[src/rtl/pt_walker_pkg.sv]
package pt_walker_pkg;

  // Walk sequencer states
  typedef enum logic [2:0] {
    WS_IDLE  = 3'd0,
    WS_OUTER = 3'd1,
    WS_INNER = 3'd2,
    WS_DONE  = 3'd3,
    WS_FAULT = 3'd4
  } walk_state_e;

  // Table entry field positions (same at both levels)
  localparam int unsigned ENT_VALID_BIT = 0;
  localparam int unsigned ENT_PERM_LSB  = 1;
  localparam int unsigned ENT_PERM_W    = 3;

  // Number of table levels walked
  localparam int unsigned WALK_LEVELS   = 2;

endpackage

[src/rtl/ptw_fsm.sv]
module ptw_fsm
  import pt_walker_pkg::*;
(
  input  logic        clk,
  input  logic        rst_n,
  input  logic        start,
  input  logic        rsp_valid,
  input  logic        entry_ok,
  output walk_state_e state_q
);

  walk_state_e state_d;

  always_comb begin
    state_d = state_q;
    case (state_q)
      WS_IDLE:  if (start)     state_d = WS_OUTER;
      WS_OUTER: if (rsp_valid) state_d = entry_ok ? WS_INNER : WS_FAULT;
      WS_INNER: if (rsp_valid) state_d = entry_ok ? WS_DONE  : WS_FAULT;
      WS_DONE:                 state_d = WS_IDLE;
      WS_FAULT:                state_d = WS_IDLE;
      default:                 state_d = WS_IDLE;
    endcase
  end

  always_ff @(posedge clk or negedge rst_n) begin
    if (!rst_n) state_q <= WS_IDLE;
    else        state_q <= state_d;
  end

endmodule

[src/rtl/ptw_entry_decode.sv]
module ptw_entry_decode
  import pt_walker_pkg::*;
#(
  parameter int unsigned ENT_W = 32,
  parameter int unsigned OFF_W = 12
) (
  input  logic [ENT_W-1:0]       entry,
  output logic                   valid,
  output logic [ENT_PERM_W-1:0]  perm,
  output logic [ENT_W-OFF_W-1:0] frame
);

  localparam int unsigned RSVD_LSB = ENT_PERM_LSB + ENT_PERM_W;

  // Bits between the permissions and the frame carry no meaning
  logic rsvd_unused;

  assign valid       = entry[ENT_VALID_BIT];
  assign perm        = entry[ENT_PERM_LSB +: ENT_PERM_W];
  assign frame       = entry[ENT_W-1:OFF_W];
  assign rsvd_unused = ^entry[OFF_W-1:RSVD_LSB];

endmodule

[src/rtl/ptw_addr_gen.sv]
module ptw_addr_gen
  import pt_walker_pkg::*;
#(
  parameter int unsigned IDX_W  = 10,
  parameter int unsigned AW     = 32,
  parameter int unsigned ENT_SH = 2
) (
  input  logic [WALK_LEVELS*IDX_W-1:0] vpn,
  input  logic [AW-1:0]                root_base,
  input  logic [AW-1:0]                leaf_base,
  input  logic                         sel_inner,
  output logic [AW-1:0]                rd_addr
);

  localparam int unsigned VPN_W = WALK_LEVELS * IDX_W;
  localparam int unsigned PAD_W = AW - IDX_W - ENT_SH;

  logic [IDX_W-1:0] idx [WALK_LEVELS];
  logic [IDX_W-1:0] idx_sel;
  logic [AW-1:0]    base_sel;
  logic [AW-1:0]    byte_off;

  // Level 0 takes the most significant index field
  for (genvar lv = 0; lv < WALK_LEVELS; lv++) begin : g_idx
    assign idx[lv] = vpn[VPN_W-1-lv*IDX_W -: IDX_W];
  end

  always_comb begin
    idx_sel  = sel_inner ? idx[1] : idx[0];
    base_sel = sel_inner ? leaf_base : root_base;
    byte_off = {{PAD_W{1'b0}}, idx_sel, {ENT_SH{1'b0}}};
    rd_addr  = base_sel + byte_off;
  end

endmodule

[src/rtl/pt_walker.sv]
module pt_walker
  import pt_walker_pkg::*;
#(
  parameter int unsigned IDX_W = 10,
  parameter int unsigned OFF_W = 12,
  parameter int unsigned ENT_W = 32
) (
  input  logic                          clk,
  input  logic                          rst_n,
  input  logic                          req_valid,
  input  logic [2*IDX_W+OFF_W-1:0]      req_vaddr,
  input  logic [ENT_W-1:0]              tbl_base,
  output logic                          req_ready,
  output logic                          mem_rd_valid,
  output logic [ENT_W-1:0]              mem_rd_addr,
  input  logic                          mem_rsp_valid,
  input  logic [ENT_W-1:0]              mem_rsp_data,
  output logic                          done,
  output logic                          fault,
  output logic                          fault_level,
  output logic [ENT_W-1:0]              paddr,
  output logic [ENT_PERM_W-1:0]         perm
);

  localparam int unsigned VA_W    = WALK_LEVELS * IDX_W + OFF_W;
  localparam int unsigned VPN_W   = VA_W - OFF_W;
  localparam int unsigned PA_W    = ENT_W;
  localparam int unsigned FRAME_W = ENT_W - OFF_W;
  localparam int unsigned ENT_SH  = $clog2(ENT_W / 8);

  walk_state_e state_q;

  logic in_idle, in_outer, in_inner;
  logic start, rsp_take;

  logic                  ent_valid;
  logic [ENT_PERM_W-1:0] ent_perm;
  logic [FRAME_W-1:0]    ent_frame;

  // Captured request and walk results
  logic [VA_W-1:0]       va_q;
  logic [PA_W-1:0]       root_q;
  logic [PA_W-1:0]       leaf_q,  leaf_d;
  logic [PA_W-1:0]       paddr_q, paddr_d;
  logic [ENT_PERM_W-1:0] perm_q;
  logic                  flvl_q,  flvl_d;
  logic                  req_en, leaf_en, res_en, flvl_en;

  ptw_fsm u_fsm (
    .clk       (clk),
    .rst_n     (rst_n),
    .start     (start),
    .rsp_valid (mem_rsp_valid),
    .entry_ok  (ent_valid),
    .state_q   (state_q)
  );

  ptw_entry_decode #(
    .ENT_W (ENT_W),
    .OFF_W (OFF_W)
  ) u_dec (
    .entry (mem_rsp_data),
    .valid (ent_valid),
    .perm  (ent_perm),
    .frame (ent_frame)
  );

  ptw_addr_gen #(
    .IDX_W  (IDX_W),
    .AW     (PA_W),
    .ENT_SH (ENT_SH)
  ) u_addr (
    .vpn       (va_q[VA_W-1:OFF_W]),
    .root_base (root_q),
    .leaf_base (leaf_q),
    .sel_inner (in_inner),
    .rd_addr   (mem_rd_addr)
  );

  // Enables and next values
  always_comb begin
    in_idle  = (state_q == WS_IDLE);
    in_outer = (state_q == WS_OUTER);
    in_inner = (state_q == WS_INNER);
    start    = req_valid && in_idle;
    rsp_take = mem_rsp_valid && (in_outer || in_inner);

    req_en   = start;
    leaf_en  = rsp_take && in_outer && ent_valid;
    res_en   = rsp_take && in_inner && ent_valid;
    flvl_en  = rsp_take && !ent_valid;

    leaf_d   = {ent_frame, {OFF_W{1'b0}}};
    paddr_d  = {ent_frame, va_q[OFF_W-1:0]};
    flvl_d   = in_inner;
  end

  // Registers
  always_ff @(posedge clk or negedge rst_n) begin
    if (!rst_n) begin
      va_q    <= '0;
      root_q  <= '0;
      leaf_q  <= '0;
      paddr_q <= '0;
      perm_q  <= '0;
      flvl_q  <= 1'b0;
    end else begin
      if (req_en) begin
        va_q   <= req_vaddr;
        root_q <= tbl_base;
      end
      if (leaf_en) leaf_q <= leaf_d;
      if (res_en) begin
        paddr_q <= paddr_d;
        perm_q  <= ent_perm;
      end
      if (flvl_en) flvl_q <= flvl_d;
    end
  end

  assign req_ready    = in_idle;
  assign mem_rd_valid = in_outer || in_inner;
  assign done         = (state_q == WS_DONE);
  assign fault        = (state_q == WS_FAULT);
  assign fault_level  = flvl_q;
  assign paddr        = paddr_q;
  assign perm         = perm_q;

endmodule

[config.mk]
export PLATFORM = sky130hd
export DESIGN_NAME = pt_walker
export DESIGN_NICKNAME = d
export VERILOG_FILES = /design/src/rtl/pt_walker_pkg.sv /design/src/rtl/ptw_fsm.sv /design/src/rtl/ptw_entry_decode.sv /design/src/rtl/ptw_addr_gen.sv /design/src/rtl/pt_walker.sv
export SDC_FILE = /design/constraint.sdc
export NUM_CORES = 1
export LEC_CHECK = 0
export BUFFER_PORTS_ARGS = -buffer_cell sky130_fd_sc_hd__buf_4
export CORE_ASPECT_RATIO = 1.5
export CORE_UTILIZATION = 53
export CTS_CLUSTER_DIAMETER = 40
export CTS_CLUSTER_SIZE = 40
export DETAILED_ROUTE_END_ITERATION = 12
export MAX_ROUTING_LAYER = met4
export PLACE_DENSITY = 0.81
export SKIP_CTS_REPAIR_TIMING = 1
export SLEW_MARGIN = 0
export SYNTH_ARGS = -nofsm -noshare
export SYNTH_HDL_FRONTEND = slang
export SYNTH_SLANG_ARGS = --single-unit
[constraint.sdc]
create_clock -name clk -period 4.5 [get_ports clk]
set_clock_uncertainty 0.15 [all_clocks]
set_input_delay 0.225 -clock clk [delete_from_list [all_inputs] [get_ports clk]]
set_output_delay 0.225 -clock clk [all_outputs]
set_load 0.02 [all_outputs]
Word level (Yosys, flattened, before mapping):

Index checks and enable logic that the tools add are counted.

* multiplexer cells: 8
* equal/unequal tests: 7
* add/sub/neg operators: 1
* reduce and logical (&&, ||, !) cells: 11

Operator list (count)
* 32-bit by 12-bit adder with 32-bit output: 1
* 32-bit 2-to-1 mux: 1
* 3-bit 2-to-1 mux: 5
* 10-bit 2-to-1 mux: 1
* 3-bit one-hot mux with 3 select lines: 1
* 1-bit logical AND: 7
* 3-bit by 2-bit == test with 1-bit output, second input constant: 2
* 2-bit inequality test, second input constant: 2
* 3-bit by 1-bit == test with 1-bit output, second input constant: 1
* 3-bit == test, second input constant: 1
* 3-bit logical NOT: 1
* 3-bit AND reduction: 1
* 2-bit by 1-bit inequality test with 1-bit output, second input constant: 1
* 1-bit logical NOT: 1
* 1-bit logical OR: 1

* output and inout port bits: 72
* bits of input ports: 100
* logic and storage cells: 34
* bits in registers: 123

Logic depth before layout (Yosys ltp):

Gate-level depths: netlist of the first run.

* depth in word-level cells: 5
* depth in mapped cells: 18
* mapped depth without buffers: 12

Hierarchy:

Synthesis of the first run repeated with hierarchy kept, for this count alone.

* cells, all modules: 496
* area, all modules: 6791.5 µm²

By module, submodules not included
* pt_walker: times used 1, area each 4981.0 µm², cells each 270
* ptw_addr_gen: times used 1, area each 1482.7 µm², cells each 189
* ptw_entry_decode: times used 1, area each 180.2 µm², cells each 24
* ptw_fsm: times used 1, area each 147.6 µm², cells each 13

Worst setup path before layout of the first run:

OpenSTA, ideal clock, no wires.

* kind: register to output
* start: register u_fsm.state_q[1]
* end: output mem_rd_addr[22]
* path slack: 196 ps
* data arrival time: 3929 ps
* buffers on the path: 6
* cell stages (with the launch flop): 19
* cells stage by stage: dfrtp_1 buf_6 or3b_4 buf_6 buf_2 buf_2 clkbuf_1 nand2_1 nand2_1 ha_1 inv_1 fa_1 nand2b_1 a21oi_1 a211oi_1 clkbuf_1 nor4b_1 xnor2_1 mux2i_1

* longest elaborated chain between the ends: 3
* elaborated cells between the ends (all ways): 4
* classes of those cells: add/sub: 1; eq/ne: 1; mux: 2

Ends and longest elaborated chain
* from (decl): line ptw_fsm.sv:9 `output walk_state_e state_q`
* from (signal assigned): line ptw_fsm.sv:28 `else state_q <= state_d;`
* 3-bit by 2-bit == test with 1-bit output (*): line pt_walker.sv:84 `in_inner = (state_q == WS_INNER);`
* 32-bit 2-to-1 mux / 10-bit 2-to-1 mux (equally long branches): line ptw_addr_gen.sv:30, ptw_addr_gen.sv:29
* 32-bit by 12-bit adder with 32-bit output (*): line ptw_addr_gen.sv:32 `rd_addr = base_sel + byte_off;`
* to (decl): line pt_walker.sv:15 `output logic [ENT_W-1:0] mem_rd_addr,`

Every way passes the cells marked *; elsewhere a longest branch is shown, timed or not.

Final worst setup path of the first run:

Same ends and word-level chain as after synthesis.

==> flow_metrics.py, run 1 <==
metrics = {
    "floorplan": {
        "core-area_um2": 11500,
        "die-area_um2": 12200,
        "initial_core_util_pct": 54.4,
        "io_pins": 172,
        "rows": 48,
        "chipHeight_um": 135,
        "die_x_um": 90.6,
    },
    "finish": {
        "layout.nets": 879,
        "areaGrowthSynthToFinish_pct": 47.0,
        "n_antenna_cell": 0,
        "stdcell_count": 931,
        "layout-drive-gt1-share_pct": 42.0,
        "final_core_util_pct": 80.0,
        "finalInstanceArea_um2": 9170,
    },
    "synth": {
        "ys_types": 52,
        "netlist_area_um2": 6240,
        "netlist_instances": 511,
        "synth-xor-area-share_pct": 4.63,
        "yosysMostFrequentCell": "dfrtp_1",
        "syn-num-nets": 622,
        "synth_area_leaders": "dfrtp_1, mux2_2, xnor2_1",
        "ys_seq_area_share_pct": 49.3,
        "synth_top_family_by_area": "multiplexers",
        "synth_top_area_share_pct": 49.3,
        "synthSimpleGateAreaFrac_pct": 11.8,
        "yosys.area.top_type": "dfrtp_1",
        "synth_fa_ha_area_share_pct": 2.33,
        "synth_area_per_cell_um2": 12.2,
        "synth_warnings": 0,
        "synth_mux_area_share_pct": 24.8,
        "synth_compound_area_share_pct": 4.59,
        "ys.flop_type": "dfrtp_1",
        "synth-edff-count": 0,
        "synth-async-reset-ratio_pct": 100,
        "synth-seq-cells": 123,
        "synthTopCellsByCount": "dfrtp_1, mux2_2, nand2_1",
    },
    "timing": {
        "finalHoldViolCount": 2,
        "whs_ps": -25.3,
        "slew_violations": 0,
        "setup_viol_count_final": 0,
        "slew_headroom_pct": 26.4,
        "fin_crit_ps": 4360,
        "layout_setup_ws_ps": 136,
        "fin_crit_sh_pct": 97.0,
        "worst_pin_slew_ps": 1100,
        "fmax_ghz": 0.229,
    },
    "clocking": {
        "clockBufferDepth": 2,
        "cts.sink_count": 123,
        "cts_root_buf": "clkbuf_16",
        "clk_pin_slew_ps": 60,
        "h-tree-depth": 4,
        "clock_latency_ps": 410,
        "cts-buffers-inserted": 17,
        "tritoncts": "yes",
    },
    "power": {
        "total_leakage_power_nw": 4.17,
        "power_density_nw_per_um2": 875,
        "ir_drop_mv": 0.484,
    },
    "hold_path": {
        "min_path_type": "in2reg",
    },
    "route": {
        "drt_wl_total_mm": 17.8,
        "vias_per_cell": 5.50,
        "route.met2.wl_mm": 9.98,
        "drc": 0,
        "met3WireLength_um": 829,
        "routedWlPerCell_um": 19.1,
        "met1_length_mm": 6.50,
        "drt_first_pass_iters": 5,
        "first_iter_violations": 219,
        "dr_total_vias": 5119,
        "ant_nets": 0,
        "dr.max_layer_used": "met4",
    },
    "critical_path": {
        "critPathLaunchType": "flop",
        "crit_required_ps": 4120,
        "path_max_fanout": 15,
        "crit_path_end_kind": "primary output",
        "arrival_ps": 3990,
        "rrSetupSlack_ps": 1330,
        "worstSetupPathType": "reg2out",
    },
    "grt": {
        "grt_pass1_wl_mm": 24.5,
        "grt_usage_pct": 26.6,
        "antenna_found_initial": 0,
        "overflow": 0,
        "grt_max_degree": 58,
        "grt_pass1_vias": 5038,
    },
    "placement": {
        "hpwlAfterDp_mm": 10.7,
        "finalWeightedCongestion": 0.832,
        "dpl_worst_slack_ps": 399,
        "port_buffers": 163,
        "dp_cells": 809,
        "placed_cell_area_um2": 7600,
    },
    "status": {
        "outcome": "finished, violations left",
        "violations": "negative hold slack",
    },
    "run": {
        "max_cap_viol_count": 0,
    },
}
==> logic make-up after synthesis <==
family | count (synthesis)
simple gates | 134
compound gates | 39
mux | 140
fa+ha+maj | 11
flops | 123
xor+xnor | 33
buf+inv | 31
==> worst paths after layout <==
kind	end	cells after the start	start
max in group asynchronous	leaf_q[22]	3	rst_n
worst min-delay path	u_fsm.state_q[2]	3	mem_rsp_valid
worst max-delay path	mem_rd_addr[22]	12	u_fsm.state_q[1]
min in group asynchronous	va_q[23]	2	rst_n
worst min register to register	paddr[9]	1	paddr[9]
worst max register to register	paddr[29]	4	u_fsm.state_q[2]
==> power by group <==
group          total (mW)  switching (mW)  internal [mW]
logic                4.38            2.38           2.00
registers            2.11           0.444           1.67
clock network        1.53           0.499           1.03
==> cells in the final DEF (no fill, tap or decap), drive strengths merged, types with 13 or more instances in the layout <==
cell and instances:
nor2 21, mux2 119, mux2i 21, clkbuf 22, xnor2 29, nand2 39
and2 13, buf 172, dfrtp 123, dlygate4sd3 89, nor3 13
==> state kept, by name, summed over array words and instances (netlist names) <==
name           count
fault_level        1
leaf_q            20
paddr             32
perm               3
root_q            32
u_fsm.state_q      3
va_q              32
==> worst max-delay path, cell delays in order (launching register included) <==
cell      delay [ps]
dfrtp_2          500
or3b_4           380
and2_1           170
ha_1             180
inv_1             70
fa_1             400
nand2b_1         160
a21oi_1          390
a211oi_4         210
nor4b_1          500
xnor2_1          160
mux2i_1          270
buf_4            200
==> metrics by stage <==
step           TNS [ps]  hold slack, ps  total power [mW]
5_1_grt           -28.3            8.66              8.44
6_report              0           -25.3              8.02
4_1_cts           -52.9            -513              7.83
2_1_floorplan         0            -221              4.76
3_5_place_dp          0           -77.4              6.27
3_3_place_gp          0           -78.0              6.11
==> routing by layer <==
metal  up-vias  track usage (%)
met5         -                -
met4         0             9.50
met3        40             5.80
met2       192             48.4
met1      2542             28.2
li1       2345                -
==> final cells by class <==
type                       count  area, um^2
clock buffer                  22         474
sequential                   123        3080
fill                         673        2300
multi-input combinational    358        3030
tap                          150         188
clock inverter                10         188
inverter                       7        26.3
timing repair buffer         261        2180
No activity file was read; power rests on OpenSTA's default activity.
==> run 2, diff against run 1 <==
--- a/config.mk
+++ b/config.mk
@@ -13,6 +13,8 @@
 export DETAILED_ROUTE_END_ITERATION = 12
 export MAX_ROUTING_LAYER = met4
 export PLACE_DENSITY = 0.81
+export RECOVER_POWER = 50
+export SETUP_SLACK_MARGIN = 0.4
 export SKIP_CTS_REPAIR_TIMING = 1
 export SLEW_MARGIN = 0
 export SYNTH_ARGS = -nofsm -noshare
==> run 2 against run 1 <==
Against the previous run:
- the run ends with max-capacitance violations, max-slew violations left
- register-to-register slack better by 150 ps
- worst hold slack better by 130 ps
- non-clock buffer count up 12
- critical path depth is 3 higher
- sequential share of layout area fell by 0.22 points
- combinational power grew 3%
- global-route usage rose by 0.38 points
- cell area is 0.63% higher
- fmax increased by 7.6%
- highest routed layer unchanged
==> flow_metrics.py, run 2 (synthesized netlist as in run 1, its figures left out) <==
metrics = {
    "placement": {
        "port_buffers": 163,
        "hpwlAfterDp_mm": 11.3,
        "dp_cells": 808,
        "finalWeightedCongestion": 0.853,
    },
    "floorplan": {
        "rows": 48,
        "chipHeight_um": 135,
        "die-area_um2": 12200,
        "io_pins": 172,
        "initial_core_util_pct": 54.4,
        "die_x_um": 90.6,
        "core-area_um2": 11500,
    },
    "route": {
        "drc": 0,
        "drt_wl_total_mm": 17.9,
        "routedWlPerCell_um": 18.9,
        "dr_total_vias": 5165,
        "drt_first_pass_iters": 4,
        "first_iter_violations": 232,
        "vias_per_cell": 5.48,
        "ant_nets": 0,
    },
    "run": {
        "max_cap_viol_count": 1,
    },
    "timing": {
        "worst_pin_slew_ps": 2170,
        "fin_crit_ps": 4060,
        "setup_viol_count_final": 0,
        "fin_crit_sh_pct": 90.2,
        "fmax_ghz": 0.246,
        "rsz0062_at_grt": "yes",
        "finalHoldViolCount": 0,
        "slew_violations": 39,
        "slew_headroom_pct": -44.4,
        "fin_tns_setup_ps": 0,
    },
    "clocking": {
        "h-tree-depth": 4,
        "clock_latency_ps": 400,
        "cts.sink_count": 123,
        "clockBufferDepth": 2,
        "tritoncts": "yes",
        "clk_pin_slew_ps": 60,
        "cts-buffers-inserted": 17,
        "cts_root_buf": "clkbuf_16",
    },
    "power": {
        "power_density_nw_per_um2": 876,
        "total_leakage_power_nw": 4.10,
        "ir_drop_mv": 0.544,
    },
    "critical_path": {
        "path_max_fanout": 23,
        "crit_required_ps": 4120,
        "crit_path_end_kind": "primary output",
        "critical_path_buf_inv_count": 5,
        "cp_slowest_stage_delay_ps": 480,
        "crit_top_cell": "buf_4",
        "cp_top_family": "buffers and inverters",
        "crit_chain": "nor3b_4, buf_4, buf_8, nand2_1, nand2_1, ha_1, a21o_1, a21oi_1, a21boi_1, buf_4, o31ai_4, buf_4, nor4_2, xnor2_1, buf_4",
        "critical-path-slowest-cell": "dfrtp_2",
        "worstSetupPathType": "reg2out",
        "critPathLaunchType": "flop",
        "arrival_ps": 3680,
    },
    "finish": {
        "layout-drive-gt1-share_pct": 40.2,
        "layout.nets": 891,
        "final_common_cell": "buf_4",
        "final_core_util_pct": 80.5,
        "areaGrowthSynthToFinish_pct": 47.9,
        "layout_common_cells": "buf_4, dfrtp_1, mux2_2",
        "stdcell_count": 943,
    },
    "grt": {
        "grt_pass1_wl_mm": 24.5,
        "antenna_found_initial": 0,
        "grt_pass1_vias": 4955,
        "grt_usage_pct": 27.0,
        "overflow": 0,
        "grt_max_degree": 45,
    },
    "status": {
        "violations": "max-capacitance violations, max-slew violations",
        "outcome": "finished, violations left",
    },
    "hold_path": {
        "min_path_type": "in2reg",
    },
}
-- run 2: path summary, 6_finish.rpt --
path | startpoint | to | slack, ps | cells past startpoint
max | u_fsm.state_q[2] | mem_rd_addr[21] | 440 | 15
min | req_valid | u_fsm.state_q[0] | 110 | 4
max reg2reg | u_fsm.state_q[2] | paddr[12] | 1480 | 5
min reg2reg | root_q[9] | root_q[9] | 350 | 1
max in group asynchronous | rst_n | leaf_q[28] | 1350 | 3
min in group asynchronous | rst_n | va_q[13] | 840 | 2
-- run 2: power by group --
part / switching [mW] / internal, mW / leakage (nW)
Combinational: 2.51 / 2.02 / 2.32
Clock: 0.506 / 0.943 / 0.303
Sequential: 0.431 / 1.67 / 1.48
-- run 2: stage by stage --
stage          hold WS, ps  setup slack (ps)  cell area [um^2]  power, mW
6_report               109               442              9230       8.08
5_1_grt                176               301              9230       8.53
4_1_cts               -365              40.1              8230       7.77
3_5_place_dp          70.0               466              7610       6.30
3_3_place_gp          60.9               542              7610       6.14
2_1_floorplan         -221               382              6260       4.79
-- run 2: final cells by class --
class | count | area (um^2)
antenna | 1 | 2.50
clock buffer | 18 | 439
clock inverter | 13 | 189
fill | 665 | 2240
inverter | 7 | 26.3
multi-input combinational | 358 | 3170
sequential | 123 | 3080
tap | 150 | 188
timing repair buffer | 273 | 2140
-- run 2: metal layers --
layer  GRT usage [%]  wire [um]
met1            28.1       6520
met2            49.7      10100
met3            5.74        868
met4            10.0        412
met5               -          0
-- run 2: tightest hold or removal path: cells and delay by family --
kind	cells	cell delay (ps)
buffers and inverters	1	80
AOI/OAI and AO/OA	2	240
and+or+nand+nor	1	70
==> run 3, diff against run 2 <==
--- a/config.mk
+++ b/config.mk
@@ -5,14 +5,16 @@
 export SDC_FILE = /design/constraint.sdc
 export NUM_CORES = 1
 export LEC_CHECK = 0
+export ABC_CLOCK_PERIOD_IN_PS = 4500
 export BUFFER_PORTS_ARGS = -buffer_cell sky130_fd_sc_hd__buf_4
+export CAP_MARGIN = 20
 export CORE_ASPECT_RATIO = 1.5
 export CORE_UTILIZATION = 53
 export CTS_CLUSTER_DIAMETER = 40
 export CTS_CLUSTER_SIZE = 40
 export DETAILED_ROUTE_END_ITERATION = 12
 export MAX_ROUTING_LAYER = met4
-export PLACE_DENSITY = 0.81
+export PLACE_DENSITY = 0.89
 export RECOVER_POWER = 50
 export SETUP_SLACK_MARGIN = 0.4
 export SKIP_CTS_REPAIR_TIMING = 1
==> run 3 against run 2 <==
Against the previous run:
- the run still ends with max-capacitance violations, max-slew violations left
- wire length increased by 9.5%
- non-clock buffer count decreased by 3
- power decreased by 0.24%
- sequential cell count unchanged
- core utilization decreased by 0.91 points
- clock power decreased by 9%
- worst hold slack improved by 38 ps
- first-iteration DRC count increased by 74%
==> flow_metrics.py, run 3 (synthesized netlist as in run 1, its figures left out) <==
metrics = {
    "floorplan": {
        "initial_core_util_pct": 54.4,
        "io_pins": 172,
        "core-area_um2": 11500,
        "die-area_um2": 12200,
        "rows": 48,
        "chipHeight_um": 135,
        "die_x_um": 90.6,
    },
    "placement": {
        "finalWeightedCongestion": 0.888,
        "port_buffers": 163,
        "hpwlAfterDp_mm": 11.3,
        "dp_cells": 807,
    },
    "finish": {
        "areaGrowthSynthToFinish_pct": 46.2,
        "layout-drive-gt1-share_pct": 39.3,
        "final_core_util_pct": 79.5,
        "fillers": 672,
        "layout.nets": 889,
        "layout_common_cells": "buf_4, dfrtp_1, mux2_2",
        "stdcell_count": 941,
        "final_common_cell": "buf_4",
        "n_antenna_cell": 0,
    },
    "clocking": {
        "tritoncts": "yes",
        "clockBufferDepth": 2,
        "cts.sink_count": 123,
        "clock_latency_ps": 400,
        "clk_pin_slew_ps": 60,
        "cts-buffers-inserted": 17,
        "cts_root_buf": "clkbuf_16",
        "h-tree-depth": 4,
    },
    "timing": {
        "whs_ps": 148,
        "fmax_ghz": 0.242,
        "slew_violations": 65,
        "finalHoldViolCount": 0,
        "fin_crit_ps": 4130,
        "fin_crit_sh_pct": 91.9,
        "slew_headroom_pct": -5.72,
        "worst_pin_slew_ps": 1590,
        "fin_tns_setup_ps": 0,
        "rsz0062_at_grt": "yes",
        "setup_viol_count_final": 0,
    },
    "hold_path": {
        "min_path_type": "in2reg",
        "hold_end": "u_fsm.state_q[0]",
        "min_path_cells": 4,
        "min_from": "req_valid",
    },
    "route": {
        "vias_per_cell": 5.80,
        "ant_nets": 0,
        "drt_first_pass_iters": 5,
        "drc": 0,
        "drt_wl_total_mm": 19.6,
        "dr_total_vias": 5454,
        "first_iter_violations": 404,
        "routedWlPerCell_um": 20.8,
    },
    "power": {
        "ir_drop_mv": 0.492,
        "power_mw": 8.06,
        "power_density_nw_per_um2": 884,
        "total_leakage_power_nw": 4.04,
    },
    "grt": {
        "busiest_layer": "met2",
        "use_met1_pct": 27.7,
        "grt_usage_pct": 27.2,
        "grt_util_met2_pct": 48.8,
        "grt_pass1_vias": 5196,
        "use_met3_pct": 5.35,
        "grt_max_degree": 65,
        "grt_pass1_wl_mm": 24.9,
        "overflow": 0,
        "antenna_found_initial": 0,
    },
    "critical_path": {
        "arrival_ps": 3760,
        "crit_required_ps": 4120,
        "critPathLaunchType": "flop",
        "reg2reg_to": "va_q[16]",
        "worstSetupPathType": "reg2out",
        "crit_path_end_kind": "primary output",
        "path_max_fanout": 24,
        "rrSetupSlack_ps": 1490,
        "reg2regPathDepth": 5,
        "r2r_start": "u_fsm.state_q[0]",
    },
    "status": {
        "outcome": "finished, violations left",
        "violations": "max-capacitance violations, max-slew violations",
    },
    "run": {
        "max_cap_viol_count": 1,
    },
}
==> run 3: area by class of cell <==
class / count / area (um^2) / share of cell area, %
multi-input cells: 359 / 3120 / 34.2
flip-flops and latches: 123 / 3080 / 33.8
repair buffers: 270 / 2130 / 23.3
clock buffers: 20 / 467 / 5.11
well taps: 150 / 188 / 2.06
clock inverters: 12 / 114 / 1.25
inverters: 7 / 26.3 / 0.288
==> run 3: worst max-delay path by stage <==
| stage | from | to | slack [ps] | cells after the start |
|---|---|---|---|---|
| 2_1_floorplan | u_fsm.state_q[1] | mem_rd_addr[22] | 380 | 18 |
| 3_5_place_dp | u_fsm.state_q[2] | mem_rd_addr[22] | 510 | 14 |
| 3_3_place_gp | u_fsm.state_q[0] | mem_rd_addr[21] | 610 | 12 |
| 5_1_grt | u_fsm.state_q[0] | mem_rd_addr[20] | 180 | 14 |
| 6_report | u_fsm.state_q[0] | mem_rd_addr[20] | 370 | 14 |
| 4_1_cts | u_fsm.state_q[1] | mem_rd_addr[29] | 60 | 12 |
==> run 3: layer usage <==
metal  part of all wire, %  wire length [um]  up-vias
li1                      -                 -     2375
met1                    34              6640     2690
met2                    55             10700      286
met3                   5.8              1140      103
met4                   5.4              1060        0
met5                     0                 0        -
==> run 3: stage by stage <==
step | instance area, um^2 | worst slack, ps
5_1_grt | 9130 | 177
2_1_floorplan | 6260 | 382
4_1_cts | 8180 | 59.3
6_report | 9130 | 367
3_5_place_dp | 7600 | 509
3_3_place_gp | 7600 | 608
==> run 3: critical path: stages, from the launching register on <==
cell and delay [ps]:
dfrtp_1 510, nor3b_4 230, buf_4 180, buf_8 230
nand2_1 80, nand2_1 80, ha_1 280, a21oi_1 240
o21ai_1 150, a211oi_4 350, buf_4 260, nor3b_1 80
xnor2_1 180, mux2i_1 280, buf_4 200
==> run 3: report_power, final <==
group	internal (mW)	total, mW	switching (mW)
Clock	0.807	1.32	0.511
Combinational	2.03	4.62	2.58
Sequential	1.67	2.13	0.460
